File: config.mk
export PLATFORM = sky130hd
export DESIGN_NAME = dual_cmp_timer
export DESIGN_NICKNAME = d
export VERILOG_FILES = /design/src/rtl/dual_cmp_timer.sv
export SDC_FILE = /design/constraint.sdc
export NUM_CORES = 1
export LEC_CHECK = 0
export ABC_CLOCK_PERIOD_IN_PS = 3830
export CAP_MARGIN = 20
export CORE_MARGIN = 8
export CORE_UTILIZATION = 30
export CTS_CLUSTER_SIZE = 25
export DETAILED_ROUTE_END_ITERATION = 6
export DONT_BUFFER_PORTS = 1
export PLACE_DENSITY_LB_ADDON = 0.15
export SLEW_MARGIN = 20
export SYNTH_ARGS = -nofsm -noshare
export SYNTH_HDL_FRONTEND = slang
export SYNTH_SLANG_ARGS = --single-unit
File: constraint.sdc
create_clock -name clk -period 3.83 [get_ports clk]
set_input_delay 0.766 -clock clk [delete_from_list [all_inputs] [get_ports clk]]
set_output_delay 0.766 -clock clk [all_outputs]
set_load 0.05 [all_outputs]
File: src/rtl/dual_cmp_timer.sv
module dual_cmp_timer #(
  parameter int CW = 16,
  parameter int PW = 8
) (
  input  logic          clk,
  input  logic          rst_n,
  input  logic          tick,
  input  logic          run,
  input  logic          mode_pwm,
  input  logic          clr_sel_a,
  input  logic          duplex,
  input  logic          invert,
  input  logic [CW-1:0] cmp_a,
  input  logic [PW-1:0] cmp_p,
  output logic          pwm_out,
  output logic          match_a,
  output logic          match_p,
  output logic          ovf
);
  localparam int LW = CW - PW;

  logic [CW-1:0] cnt;
  logic [CW-1:0] inc;
  logic [CW-1:0] p_full;
  logic [CW:0]   duty_t;
  logic          at_max, hit_a, hit_p, per_hit, clr, step, pwm_raw;

  assign step    = tick & run;
  assign inc     = cnt + 1'b1;
  assign at_max  = &cnt;
  assign p_full  = {cmp_p, {LW{1'b0}}};
  assign hit_a   = (inc == cmp_a);
  assign hit_p   = (cmp_p == '0) ? at_max : (inc == p_full);
  assign per_hit = duplex ? hit_a : hit_p;
  assign clr     = mode_pwm ? per_hit : (clr_sel_a ? hit_a : hit_p);

  always_comb begin
    if (!duplex)
      duty_t = {1'b0, cmp_a};
    else if (cmp_p == '0)
      duty_t = {1'b1, {CW{1'b0}}};
    else
      duty_t = {1'b0, p_full};
  end

  assign pwm_raw = ({1'b0, cnt} < duty_t);
  assign pwm_out = mode_pwm & (pwm_raw ^ invert);

  always_ff @(posedge clk or negedge rst_n) begin
    if (!rst_n) begin
      cnt     <= '0;
      match_a <= 1'b0;
      match_p <= 1'b0;
      ovf     <= 1'b0;
    end else begin
      match_a <= step & hit_a;
      match_p <= step & hit_p;
      ovf     <= step & at_max;
      if (step)
        cnt <= clr ? '0 : inc;
    end
  end
endmodule

==> results.py, run 1 <==
metrics = {
    "clock_tree": {
        "cts-resized-gates": 0,
        "cts_buffers": 3,
        "root_buffer": "clkbuf_8",
        "clkSinkCount": 19,
        "postCtsSetupBuffers": 0,
        "clockBufferDepth": 2,
        "cts_tree": "yes",
        "clock_latency_ps": 280,
        "ctsHoldBuffers": 0,
        "htreeDepth": 1,
        "clk_pin_slew_ps": 90,
    },
    "global_route": {
        "grt_pass1_vias": 2489,
        "grt_pass1_wl_um": 14200,
        "grt_max_degree": 27,
        "grt_antenna_before_repair": 0,
        "track_usage": 0.141,
        "overflow": 0,
    },
    "drt": {
        "drt_iter0_drc": 195,
        "vias": 2608,
        "first_pass_iters": 4,
        "wl_per_cell_um": 20.0,
        "post_drt_via_cell_ratio": 5.81,
        "ant_nets": 0,
        "drc": 0,
        "drt_wl_total_um": 8970,
    },
    "synth": {
        "synth_seq_cells": 19,
        "synthTopCellsByArea": "dfrtp_1 (17%), ha_1 (7.8%), xnor2_1 (5.8%)",
        "async_flop_share": 1.00,
        "synth_top_area_frac": 0.174,
        "synth_warnings": 0,
        "synth_edf_count": 0,
        "yosysSeqAreaShare": 0.174,
        "synthCells": 347,
        "synth_ff_type": "dfrtp_1",
        "synth_top_area_cell": "dfrtp_1",
        "synth_area_um2": 2730,
        "ys_types": 61,
        "synth_area_per_cell_um2": 7.87,
        "syn_nets": 396,
    },
    "place": {
        "port_buffers": 0,
        "place_inst": 445,
        "dp_hpwl_um": 6790,
        "gp_congestion": 0.918,
    },
    "final_layout": {
        "drive_gt1_frac": 0.0917,
        "area_delta_synth_final_pct": 6.14,
        "diodes": 0,
        "final_common_cell": "nand2_1",
        "most-common-layout-cells": "nand2_1 (34), a21oi_1 (21), a21o_1 (19), dfrtp_1 (19)",
        "utilization": 0.321,
        "final_cells": 449,
        "nets": 388,
    },
    "pwr": {
        "powerDensity_nw_per_um2": 387,
        "ir_drop_v": 0.000137,
        "leakage_nw": 1.10,
    },
    "floorplan": {
        "core-area_um2": 9020,
        "dieArea_um2": 12400,
        "die_w_um": 111,
        "die_y_um": 111,
        "rows": 35,
        "top_level_ports": 36,
        "start_util": 0.303,
    },
    "setup_path": {
        "cp.arrival_ps": 2850,
        "cp_max_fo": 10,
        "startpoint_type": "flop",
        "criticalPathCategory": "flop to primary output",
        "endpoint_kind": "primary output",
        "required_ps": 3060,
    },
    "sta": {
        "post-route-min-period_ps": 3610,
        "worst_pin_slew_ps": 976,
        "clock_skew_ps": 6.04,
        "timing.setup.tns_ps": 0,
        "min_period_over_period": 0.943,
        "drv_slew": 0,
        "rsz0062_at_grt": "no",
        "max_slew_margin": 0.348,
        "hold_viol_final": 0,
        "setup_viol": 0,
        "fmax_mhz": 277,
    },
    "status": {
        "status": "finished, final reports clean",
    },
    "worst_hold_path": {
        "min_path_type": "input pin to async pin",
    },
    "job": {
        "max-cap-violations": 0,
    },
}
==> where the power goes <==
part,internal (mW),switching (mW),leakage [nW]
combinational,0.275,0.372,0.876
sequential,0.229,0.0812,0.201
clock,0.0747,0.0889,0.0228
total,0.579,0.542,1.10
==> state kept, by name, indices dropped and copies added (netlist names) <==
register and flops:
ovf 1, cnt 16, match_p 1, match_a 1
==> cells by family after synthesis <==
family | count (synthesis) | synth area share
xor gates and xnor gates | 28 | 0.0949
muxes | 12 | 0.0454
DFF | 19 | 0.174
buffers and inverters | 35 | 0.0632
and+or+nand+nor | 150 | 0.326
AOI/OAI and AO/OA | 86 | 0.218
adders and majority gates | 17 | 0.0779
==> worst paths after layout <==
| kind | from | end | slack (ps) | cells past startpoint |
|---|---|---|---|---|
| setup reg to reg | cnt[1] | cnt[11] | 390 | 9 |
| hold / removal | rst_n | cnt[6] | 170 | 0 |
| hold reg to reg | cnt[7] | cnt[7] | 580 | 1 |
| max in group asynchronous | rst_n | match_a | 3580 | 0 |
| min in group clk | cnt[7] | cnt[7] | 580 | 1 |
| setup / recovery | cnt[1] | pwm_out | 220 | 11 |
==> synthesized netlist by cell type, drive strengths merged (2+ instances only) <==
cell and instances:
nand4 15, or4 7, nand4b 3, o32ai 2, a31oi 3, o311ai 4, mux2i 9, nand2 34
a21o 19, ha 17, mux2 3, inv 9, and4 4, a211oi 2, and2 5, nor2 19
dfrtp 19, buf 14, nor3 9, and3 5, nor3b 2, o22ai 2, o211ai 5, a311oi 2
a21oi 21, clkbuf 12, o21ai 9, xnor2 18, o21a 3, xor2 9, nand3b 2, or3 9
nor4 8, nand2b 12, nand3 12, a32oi 2
==> routing by layer <==
metal | vias up | part of all wire | global-route usage
li1 | 1284 | - | -
met1 | 1243 | 0.46 | 0.184
met2 | 74 | 0.47 | 0.233
met3 | 7 | 0.057 | 0.0247
met4 | 0 | 0.012 | 0.0338
met5 | - | 0 | 0
==> worst max-delay path: stages (launching register included) <==
cell and delay [ps]:
dfrtp_1 540, ha_1 350, a21o_1 110, a21o_1 110, a211oi_1 70, o311ai_0 320, buf_4 190, nand3_1 70
a221oi_1 250, buf_4 170, mux2i_4 240, buf_12 160
==> layout make-up <==
cell class	instances	area [µm²]
repair buffers	13	110
inverters	9	33.8
clock buffers	4	45.0
flip-flops and latches	19	475
multi-input cells	293	2090
fillers	959	6120
well taps	111	139
==> stage by stage <==
stage,hold slack (ps),setup slack (ps),instance area [µm²],total power [mW]
6_report,171,217,2900,1.12
5_1_grt,161,57.5,2900,1.20
4_1_cts,170,197,2900,1.11
3_5_place_dp,471,219,2850,0.949
3_3_place_gp,471,246,2850,0.953
2_1_floorplan,470,6.05,2740,0.788
No activity file was read; power rests on OpenSTA's default activity.
==> inputs of run 2 (changes only) <==
--- a/config.mk
+++ b/config.mk
@@ -5,11 +5,12 @@
 export SDC_FILE = /design/constraint.sdc
 export NUM_CORES = 1
 export LEC_CHECK = 0
+export ABC_AREA = 1
 export ABC_CLOCK_PERIOD_IN_PS = 3830
 export CAP_MARGIN = 20
 export CORE_MARGIN = 8
 export CORE_UTILIZATION = 30
-export CTS_CLUSTER_SIZE = 25
+export CTS_CLUSTER_SIZE = 14
 export DETAILED_ROUTE_END_ITERATION = 6
 export DONT_BUFFER_PORTS = 1
 export PLACE_DENSITY_LB_ADDON = 0.15
==> run 2 against run 1 <==
  * Critical path type is now input pin to primary output
  * Critical endpoint unchanged
  * Largest power group is now sequential cells
  * Flip-flop and latch count is the same
  * Sequential share of layout area grew 2.8 points
  * Non-clock buffer count shrank 11
  * Via count shrank 7.1%
  * Critical path depth shrank 1
==> results.py, run 2 <==
metrics = {
    "status": {
        "status": "finished, final reports clean",
    },
    "sta": {
        "setup_viol": 0,
        "post-route-min-period_ps": 3260,
        "hold_viol_final": 0,
        "rsz0062_at_grt": "no",
        "max_slew_margin": 0.697,
        "whs_ps": 177,
        "min_period_over_period": 0.852,
        "drv_slew": 0,
        "worst_pin_slew_ps": 454,
        "clock_skew_ps": 12.7,
        "timing.setup.tns_ps": 0,
        "fmax_mhz": 307,
    },
    "synth": {
        "yosysSeqAreaShare": 0.205,
        "synth_edf_count": 0,
        "synthTopCellsByArea": "nand2_1 (26%), dfrtp_1 (21%), ha_1 (9.2%)",
        "synth_top_area_cell": "nand2_1",
        "syn_nets": 453,
        "yosysMostFrequentCell": "nand2_1",
        "synth_ff_type": "dfrtp_1",
        "async_flop_share": 1.00,
        "synth_top_area_frac": 0.264,
        "synth_seq_cells": 19,
        "synth_area_per_cell_um2": 5.74,
        "ys_types": 29,
        "synth.top_cells.by_count": "nand2_1 (163), nor2_1 (53), inv_1 (44)",
        "synth_area_um2": 2320,
        "synthCells": 404,
        "synth_warnings": 0,
    },
    "drt": {
        "post_drt_via_cell_ratio": 4.79,
        "vias": 2422,
        "ant_nets": 0,
        "first_pass_iters": 5,
        "drc": 0,
        "drt_iter0_drc": 133,
        "drt_wl_total_um": 7150,
        "wl_per_cell_um": 14.1,
    },
    "final_layout": {
        "regMostFlops": "cnt",
        "nets": 454,
        "final_common_cell": "nand2_1",
        "post-route-cell-area_um2": 2470,
        "diodes": 0,
        "nFillCells": 878,
        "multi_input_area_um2": 1650,
        "largest_register_ffs": 16,
        "most-common-layout-cells": "nand2_1 (163), nor2_1 (53), inv_1 (44)",
        "seq_area_um2": 475,
        "drive_gt1_frac": 0.0644,
        "area_delta_synth_final_pct": 6.80,
    },
    "global_route": {
        "overflow": 0,
        "grtUsageMet2": 0.220,
        "grt_pass1_wl_um": 12000,
        "grt_pass1_vias": 2400,
        "grt_use_met3": 0.0297,
        "grt_max_degree": 36,
        "track_usage": 0.135,
        "top_usage_layer": "met2",
        "grt_antenna_before_repair": 0,
        "grtUsageMet1": 0.177,
    },
    "pwr": {
        "p_seq_frac": 0.395,
        "powerDensity_nw_per_um2": 277,
        "netSwitchingFraction": 0.422,
        "ir_drop_v": 0.000148,
        "p_int_uw": 397,
        "clkPwrFrac": 0.228,
        "net-switching-power_uw": 290,
        "pwr-share-comb": 0.377,
        "leakage_nw": 1.24,
    },
    "setup_path": {
        "slowest_stage": "nor3_1",
        "critical_path.max_stage_delay_ps": 340,
        "cp_max_fo": 3,
        "worst-path-buf-inv": 1,
        "endpoint_kind": "primary output",
        "cpMostUsedCell": "nor2_1",
        "criticalPathCategory": "input pin to primary output",
        "worstPathCellList": "o21ai_0, ha_1, a21oi_1, o21ai_0, nor2_1, nor2_1, nor3_1, nor2_1, nor2_1, buf_4",
        "crit_family": "simple AND/OR/NAND/NOR gates",
        "cp.arrival_ps": 2500,
        "ff2ff_path_depth": 14,
        "cp.depth": 10,
        "startpoint_type": "input pin",
        "required_ps": 3060,
    },
    "clock_tree": {
        "clkSinkCount": 19,
        "clock_latency_ps": 270,
        "clockBufferDepth": 2,
        "root_buffer": "clkbuf_8",
        "cts_tree": "yes",
        "clk_pin_slew_ps": 90,
        "htreeDepth": 1,
        "ctsHoldBuffers": 0,
        "cts_buffers": 3,
        "postCtsSetupBuffers": 0,
        "cts-resized-gates": 0,
    },
    "floorplan": {
        "die_y_um": 104,
        "die_w_um": 104,
        "top_level_ports": 36,
        "dieArea_um2": 10800,
        "core-area_um2": 7610,
        "rows": 32,
        "start_util": 0.305,
    },
    "place": {
        "placed_cell_area_um2": 2430,
        "port_buffers": 0,
        "gp_congestion": 0.848,
        "dp_hpwl_um": 5810,
    },
    "worst_hold_path": {
        "min_path_type": "input pin to async pin",
    },
    "job": {
        "max-cap-violations": 0,
    },
}
## run 2: cell count changes after synthesis, moves of 12 or more
cell      before  now
nor2_1        18   53
a21o_1        19    0
xnor2_1       18    2
nand2_1       34  163
a21oi_1       21    8
nand2b_1      12    0
inv_1          9   44
nand3_1       11   33
## run 2: layer usage
layer / vias up / part of all wire
li1: 1281 / -
met1: 1077 / 0.48
met2: 58 / 0.44
met3: 6 / 0.068
met4: 0 / 0.014
met5: - / 0
## run 2: final cells by class
| class | instances | share of cell area |
|---|---|---|
| clock buffer | 4 | 0.0182 |
| inverter | 44 | 0.0667 |
| multi-input combinational | 335 | 0.665 |
| sequential | 19 | 0.192 |
| tap | 102 | 0.0516 |
| timing repair buffer | 2 | 0.00607 |
## run 2: kinds of logic (layout without fill, tap and decap cells)
| kind of cell | after synthesis | after routing | synth area share |
|---|---|---|---|
| buffers and inverters | 50 | 50 | 0.0842 |
| AOI/OAI and AO/OA | 26 | 26 | 0.0659 |
| xor gates and xnor gates | 4 | 4 | 0.0151 |
| adders and majority gates | 17 | 17 | 0.0918 |
| DFF | 19 | 19 | 0.205 |
| and+or+nand+nor | 288 | 288 | 0.538 |
## run 2: final timing paths
path                       startpoint       to  slack, ps
max                          cmp_a[8]  pwm_out        570
min                             rst_n   cnt[8]        180
max reg2reg                    cnt[0]  cnt[14]       1260
min reg2reg                   cnt[15]  cnt[15]        580
max in group asynchronous       rst_n  cnt[15]       3560
min in group clk              cnt[15]  cnt[15]        580
## run 2: power by group through the flow
stage          sequential [mW]  combinational [mW]  clock (mW)
6_report                 0.271               0.259       0.156
5_1_grt                  0.278               0.306       0.174
4_1_cts                  0.273               0.261       0.159
3_5_place_dp             0.276               0.260           0
3_3_place_gp             0.277               0.258           0
2_1_floorplan            0.261               0.216           0
## run 2: through the flow
| stage | std cells | setup slack [ps] | power, mW | utilization |
|---|---|---|---|---|
| global placement | 502 | 563 | 0.534 | 0.319 |
| detailed placement | 502 | 577 | 0.536 | 0.319 |
| CTS | 506 | 562 | 0.693 | 0.325 |
| floorplan | 404 | 106 | 0.476 | - |
| global route | 506 | 353 | 0.758 | 0.325 |
| finish | 506 | 568 | 0.687 | 0.325 |
